**src/rtl/capbank_pkg.sv**
```systemverilog
package capbank_pkg;
  // strobes from the decision logic to the state keeping datapath
  typedef struct packed {
    logic stb;        // a decision strobe is being processed
    logic doInsert;   // connect the selected idle group
    logic doRemove;   // release the selected connected group
    logic popNewest;  // release takes the newest entry (sequential mode)
  } bank_cmd_t;
endpackage

```
**src/rtl/capbank_ctrl.sv**
```systemverilog
module capbank_ctrl #(
  parameter int GROUPS = 8,
  parameter int PF_W   = 10,
  parameter int IDX_W  = 3,
  parameter int CNT_W  = 4
) (
  input  logic                   decideStb,
  input  logic                   rotateMode,
  input  logic [PF_W-1:0]        pfMeas,
  input  logic [PF_W-1:0]        pfSetpoint,
  input  logic [PF_W-1:0]        pfMargin,
  input  logic [GROUPS-1:0]      eligible,
  input  logic [IDX_W-1:0]       scanPtr,
  input  logic [IDX_W-1:0]       headIdx,
  input  logic [IDX_W-1:0]       newestIdx,
  input  logic [CNT_W-1:0]       onCount,
  output capbank_pkg::bank_cmd_t cmd,
  output logic [IDX_W-1:0]       insIdx,
  output logic [IDX_W-1:0]       remIdx
);
  logic [PF_W:0] measPlusMargin;
  logic [PF_W:0] setPlusMargin;
  logic          lowPf;
  logic          highPf;
  logic          found;
  logic [IDX_W-1:0] pick;

  // one extra bit keeps the sums from wrapping
  assign measPlusMargin = {1'b0, pfMeas} + {1'b0, pfMargin};
  assign setPlusMargin  = {1'b0, pfSetpoint} + {1'b0, pfMargin};
  assign lowPf  = measPlusMargin < {1'b0, pfSetpoint};
  assign highPf = {1'b0, pfMeas} > setPlusMargin;

  // circular search for the first eligible idle group
  always_comb begin
    int startIdx;
    found    = 1'b0;
    pick     = '0;
    startIdx = rotateMode ? int'(scanPtr) : 0;
    for (int k = 0; k < GROUPS; k++) begin
      int idx;
      idx = startIdx + k;
      if (idx >= GROUPS) idx = idx - GROUPS;
      if (!found && eligible[idx]) begin
        found = 1'b1;
        pick  = IDX_W'(idx);
      end
    end
  end

  assign cmd.stb       = decideStb;
  assign cmd.doInsert  = decideStb && lowPf && found;
  assign cmd.doRemove  = decideStb && highPf && (onCount != '0);
  assign cmd.popNewest = !rotateMode;
  assign insIdx        = pick;
  assign remIdx        = rotateMode ? headIdx : newestIdx;
endmodule

```
**src/rtl/capbank_dpath.sv**
```systemverilog
module capbank_dpath #(
  parameter int GROUPS = 8,
  parameter int IDX_W  = 3,
  parameter int CNT_W  = 4,
  parameter int HOLD_W = 4
) (
  input  logic                   clk,
  input  logic                   rst,
  input  capbank_pkg::bank_cmd_t cmd,
  input  logic [IDX_W-1:0]       insIdx,
  input  logic [IDX_W-1:0]       remIdx,
  input  logic [HOLD_W-1:0]      holdOff,
  output logic [GROUPS-1:0]      groupEn,
  output logic                   insertPulse,
  output logic                   removePulse,
  output logic [GROUPS-1:0]      eligible,
  output logic [IDX_W-1:0]       scanPtr,
  output logic [IDX_W-1:0]       headIdx,
  output logic [IDX_W-1:0]       newestIdx,
  output logic [CNT_W-1:0]       onCount
);
  localparam logic [IDX_W-1:0] LAST = IDX_W'(GROUPS - 1);

  logic [IDX_W-1:0] order [GROUPS];
  logic [IDX_W-1:0] head;
  logic [IDX_W-1:0] tail;
  logic [IDX_W-1:0] tailPrev;
  logic [IDX_W-1:0] insNext;

  function automatic logic [IDX_W-1:0] stepUp(input logic [IDX_W-1:0] p);
    return (p == LAST) ? '0 : p + IDX_W'(1);
  endfunction

  function automatic logic [IDX_W-1:0] stepDown(input logic [IDX_W-1:0] p);
    return (p == '0) ? LAST : p - IDX_W'(1);
  endfunction

  assign tailPrev  = stepDown(tail);
  assign insNext   = stepUp(insIdx);
  assign headIdx   = order[head];
  assign newestIdx = order[tailPrev];

  // per-group enable and hold-off counter
  for (genvar g = 0; g < GROUPS; g++) begin : gGroup
    logic [HOLD_W-1:0] holdCnt;
    logic              hitIns;
    logic              hitRem;
    assign hitIns = cmd.doInsert && (insIdx == IDX_W'(g));
    assign hitRem = cmd.doRemove && (remIdx == IDX_W'(g));

    always_ff @(posedge clk) begin
      if (rst) begin
        groupEn[g] <= 1'b0;
        holdCnt    <= '0;
      end else begin
        if (hitIns) groupEn[g] <= 1'b1;
        else if (hitRem) groupEn[g] <= 1'b0;
        if (hitRem) holdCnt <= holdOff;
        else if (cmd.stb && holdCnt != '0) holdCnt <= holdCnt - HOLD_W'(1);
      end
    end

    assign eligible[g] = !groupEn[g] && (holdCnt == '0);
  end

  // ordered record of connected groups: oldest at head, newest before tail
  always_ff @(posedge clk) begin
    if (rst) begin
      head    <= '0;
      tail    <= '0;
      onCount <= '0;
      scanPtr <= '0;
      for (int i = 0; i < GROUPS; i++) order[i] <= '0;
    end else if (cmd.doInsert) begin
      order[tail] <= insIdx;
      tail        <= stepUp(tail);
      onCount     <= onCount + CNT_W'(1);
      scanPtr     <= insNext;
    end else if (cmd.doRemove) begin
      if (cmd.popNewest) tail <= tailPrev;
      else               head <= stepUp(head);
      onCount <= onCount - CNT_W'(1);
    end
  end

  always_ff @(posedge clk) begin
    if (rst) begin
      insertPulse <= 1'b0;
      removePulse <= 1'b0;
    end else begin
      insertPulse <= cmd.doInsert;
      removePulse <= cmd.doRemove;
    end
  end
endmodule

```
**src/rtl/capbank_rotator.sv**
```systemverilog
module capbank_rotator #(
  parameter int GROUPS = 8,
  parameter int PF_W   = 10,
  parameter int HOLD_W = 4
) (
  input  logic              clk,
  input  logic              rst,
  input  logic [PF_W-1:0]   pfMeas,
  input  logic [PF_W-1:0]   pfSetpoint,
  input  logic [PF_W-1:0]   pfMargin,
  input  logic [HOLD_W-1:0] holdOff,
  input  logic              rotateMode,
  input  logic              decideStb,
  output logic [GROUPS-1:0] groupEn,
  output logic              insertPulse,
  output logic              removePulse
);
  localparam int IDX_W = (GROUPS > 1) ? $clog2(GROUPS) : 1;
  localparam int CNT_W = $clog2(GROUPS + 1);

  capbank_pkg::bank_cmd_t cmd;
  logic [IDX_W-1:0]  insIdx;
  logic [IDX_W-1:0]  remIdx;
  logic [GROUPS-1:0] eligible;
  logic [IDX_W-1:0]  scanPtr;
  logic [IDX_W-1:0]  headIdx;
  logic [IDX_W-1:0]  newestIdx;
  logic [CNT_W-1:0]  onCount;

  capbank_ctrl #(.GROUPS(GROUPS), .PF_W(PF_W), .IDX_W(IDX_W), .CNT_W(CNT_W)) uCtrl (
    .decideStb(decideStb), .rotateMode(rotateMode), .pfMeas(pfMeas),
    .pfSetpoint(pfSetpoint), .pfMargin(pfMargin), .eligible(eligible),
    .scanPtr(scanPtr), .headIdx(headIdx), .newestIdx(newestIdx),
    .onCount(onCount), .cmd(cmd), .insIdx(insIdx), .remIdx(remIdx)
  );

  capbank_dpath #(.GROUPS(GROUPS), .IDX_W(IDX_W), .CNT_W(CNT_W), .HOLD_W(HOLD_W)) uDpath (
    .clk(clk), .rst(rst), .cmd(cmd), .insIdx(insIdx), .remIdx(remIdx),
    .holdOff(holdOff), .groupEn(groupEn), .insertPulse(insertPulse),
    .removePulse(removePulse), .eligible(eligible), .scanPtr(scanPtr),
    .headIdx(headIdx), .newestIdx(newestIdx), .onCount(onCount)
  );
endmodule

```
**config.mk**
```make
export PLATFORM = sky130hd
export DESIGN_NAME = capbank_rotator
export DESIGN_NICKNAME = d
export VERILOG_FILES = /design/src/rtl/capbank_pkg.sv /design/src/rtl/capbank_ctrl.sv /design/src/rtl/capbank_dpath.sv /design/src/rtl/capbank_rotator.sv
export SDC_FILE = /design/constraint.sdc
export NUM_CORES = 1
export LEC_CHECK = 0
export CAP_MARGIN = 40
export CORE_MARGIN = 2
export CORE_UTILIZATION = 60
export CTS_CLUSTER_DIAMETER = 120
export CTS_CLUSTER_SIZE = 30
export DETAILED_ROUTE_END_ITERATION = 6
export PLACE_DENSITY = 0.81
export SYNTH_ARGS = -nofsm -noshare
export SYNTH_HDL_FRONTEND = slang
export SYNTH_SLANG_ARGS = --single-unit
```
**constraint.sdc**
```tcl
create_clock -name clk -period 5.6 [get_ports clk]
set_input_delay 0.56 -clock clk [delete_from_list [all_inputs] [get_ports clk]]
set_output_delay 0.56 -clock clk [all_outputs]
set_load 0.02 [all_outputs]
```
==> impl_metrics.ini, run 1 <==
[timing]
fin_ws_ps = 373
min_period_ps = 5230
skew_ps = 7.85
finalHoldViolations = 0
finalSetupTns_ps = 0
drv_slew = 0
tightest_slew_ps = 825
period_share = 0.933
setup_viol = 0
rsz0062_at_grt = no
relSlewSlack = 0.448
fmax_ghz = 0.191

[route]
postRouteAntennaNets = 0
routed_wl_um = 18400
drc = 0
dr.pass1.iters = 5
wl_per_cell_um = 18.8
vias = 6497
drtIter0Drc = 571
via_per_inst = 6.61

[cts]
clk_pin_slew_ps = 70
cts_tree = built
h-tree-depth = 3
cts_resized = 0
cts_buffer_depth = 2
hold_buffers = 0
insertion_delay_ps = 350
clkSinkCount = 82
cts_root_buffer = clkbuf_16
post_cts_buffers = 0
cts_buffers = 9

[flow_run]
maxCapViolations = 0

[critical_path]
critPathLaunch = pfMargin[1]
reg2reg_from = uDpath.scanPtr[0]
crit_fanout = 17
cp-end-kind = flip-flop
worstPathRequired_ps = 5830
critPathLaunchType = input port
critical_path_class = in2reg
worstPathArrival_ps = 5460

[placed_design]
post-dp-hpwl_um = 13600
pre_cts_ws_ps = 88.8
numPortBuffers = 47
place_area_um2 = 7470
gp_congestion = 0.924

[synth]
synthFlopType = dfxtp_1
synthArstFlopShare = 0
synth_edf_count = 24
synthXorXnorAreaFrac = 0.0508
yosysUniqueCellTypes = 74
synth_compound_area_frac = 0.193
yosys.area_share.simple = 0.209
synth.area.top_cells = dfxtp_1 (17%), ha_1 (13%), edfxtp_1 (10%)
synth_top_family_by_area = simple AND/OR/NAND/NOR gates
ys_ff_latch = 82
yosys.area.top_type = dfxtp_1
synth_nets = 913
synth-adder-area-share = 0.137
muxShareOfSynthArea = 0.0845
synth_cells = 801
syn_avg_cell_area_um2 = 8.61
yosys.area.top_type_share = 0.168
yosysSeqAreaShare = 0.273
synth_area_um2 = 6900
yosysWarnings = 0

[finish]
finish.utilization = 0.685
finalNetCount = 947
diodes = 0
design_area_um2 = 7750
drive_gt1_frac = 0.0714
area_growth_pct = 12.4

[outcome]
status = complete, no violations

[hold_path]
hp-class = reg2reg
hp-start = uDpath.head[1]

[global_routing]
grt_overflow_total = 0
grt_pass1_vias = 6338
grt_usage = 0.295
grt_max_degree = 59
grt_pass1_wl_um = 30300
antenna_found_initial = 0

[floorplanning]
rows = 39
die_h_um = 111
die_x_um = 111
initial_utilization = 0.609
core_um2 = 11300
num_io_pins = 48
dieArea_um2 = 12400

[power]
power-per-cell-area_nw_per_um2 = 529
vdd_drop_max_uv = 380
leakage_nw = 3.23
[cells in the mapped netlist, drive strengths merged, types with 6 or more instances]
library cell and number:
mux4 13, xnor2 28, a211oi 26, dfxtp 58
buf 8, edfxtp 24, o21ai 34, or3 7
nand3 30, nor4b 10, clkbuf 26, or2 6
a22oi 7, nor4 10, mux2i 26, nor2 90
xor2 12, nand2 59, ha 71, o22ai 10
inv 55, nand4 7, and3 6, or4b 10
nor3 26, and2 9, a21oi 36, o21bai 7
a21o 11
[state kept, by name (all words and copies together), names as in the netlist, named ones only]
signal / flops
uDpath.gGroup.holdCnt: 32
uDpath.groupEn: 8
uDpath.head: 3
uDpath.insertPulse: 1
uDpath.onCount: 4
uDpath.order: 24
uDpath.removePulse: 1
uDpath.scanPtr: 3
uDpath.tail: 3
[path summary, 6_finish.rpt]
| kind | slack (ps) | endpoint | cells after the start |
|---|---|---|---|
| max | 370 | uDpath.onCount[3] | 23 |
| min | 500 | uDpath.head[1] | 2 |
| max reg2reg | 1000 | uDpath.scanPtr[1] | 15 |
| min reg2reg | 500 | uDpath.head[1] | 2 |
[power by group]
group          leakage, nW  internal, mW  switching, mW
registers            0.722         0.743          0.144
clock network        0.137         0.317          0.258
logic                 2.37          1.09           1.55
total                 3.23          2.15           1.95
[per-layer routing]
| layer | GRT usage | wire length, um | vias up |
|---|---|---|---|
| met4 | 0.105 | 541 | 0 |
| met1 | 0.366 | 7430 | 3098 |
| met3 | 0.0525 | 1480 | 56 |
| met5 | 0 | 0 | - |
| li1 | - | - | 3021 |
| met2 | 0.515 | 8980 | 322 |
[cell type report]
class / count / area [um^2]
Timing Repair Buffer: 57 / 541
Multi-Input combinational cell: 630 / 4660
Fill cell: 927 / 3570
Tap cell: 143 / 179
Inverter: 55 / 206
Sequential cell: 82 / 1880
Clock buffer: 10 / 239
Clock inverter: 6 / 48.8
[cells by family after synthesis]
kind of cell	Yosys count
AO/OA/AOI/OAI	188
XOR/XNOR	40
adder cells (fa/ha/maj)	74
buffers and inverters	89
flip-flops	82
multiplexers	41
AND/OR/NAND/NOR	287
[critical path, stage by stage]
cell             delay, ps
clkdlybuf4s50_1        520
ha_1                   330
a21o_1                 110
a21oi_1                 90
o21bai_1               140
a21oi_1                110
o21bai_1               160
a21oi_1                140
or4b_2                 630
o2111ai_1              120
ha_1                   280
a22o_1                 230
nor4b_1                240
o21ai_0                140
a21oi_1                130
o211a_1                180
inv_2                   40
buf_4                  190
ha_1                   340
a21oi_1                190
nand2_1                 70
mux2i_1                160
mux2_2                 340
[cells in the final DEF, fill, tap and decap left out, types with 28 or more instances in the layout]
master,netlist,routed
a21oi_1,36,36
clkdlybuf4s50_1,0,46
dfxtp_1,58,58
ha_1,71,71
inv_1,51,51
nand2_1,59,59
nand3_1,30,30
nor2_1,90,90
o21ai_0,33,33
xnor2_1,28,28
[stage by stage]
stage	cells	total power [mW]	hold WS (ps)
final	983	4.10	502
after global routing	983	4.38	539
after CTS	983	4.03	505
after detailed placement	967	3.44	495
after global placement	967	3.35	483
after floorplan	801	2.80	468
Power figures use the tool's default switching activity.
==> inputs of run 2 (changes only) <==
- CAP_MARGIN: 40 -> unset
==> results of run 2 <==
The final DEF is identical to that of run 1; final timing and power are the same.
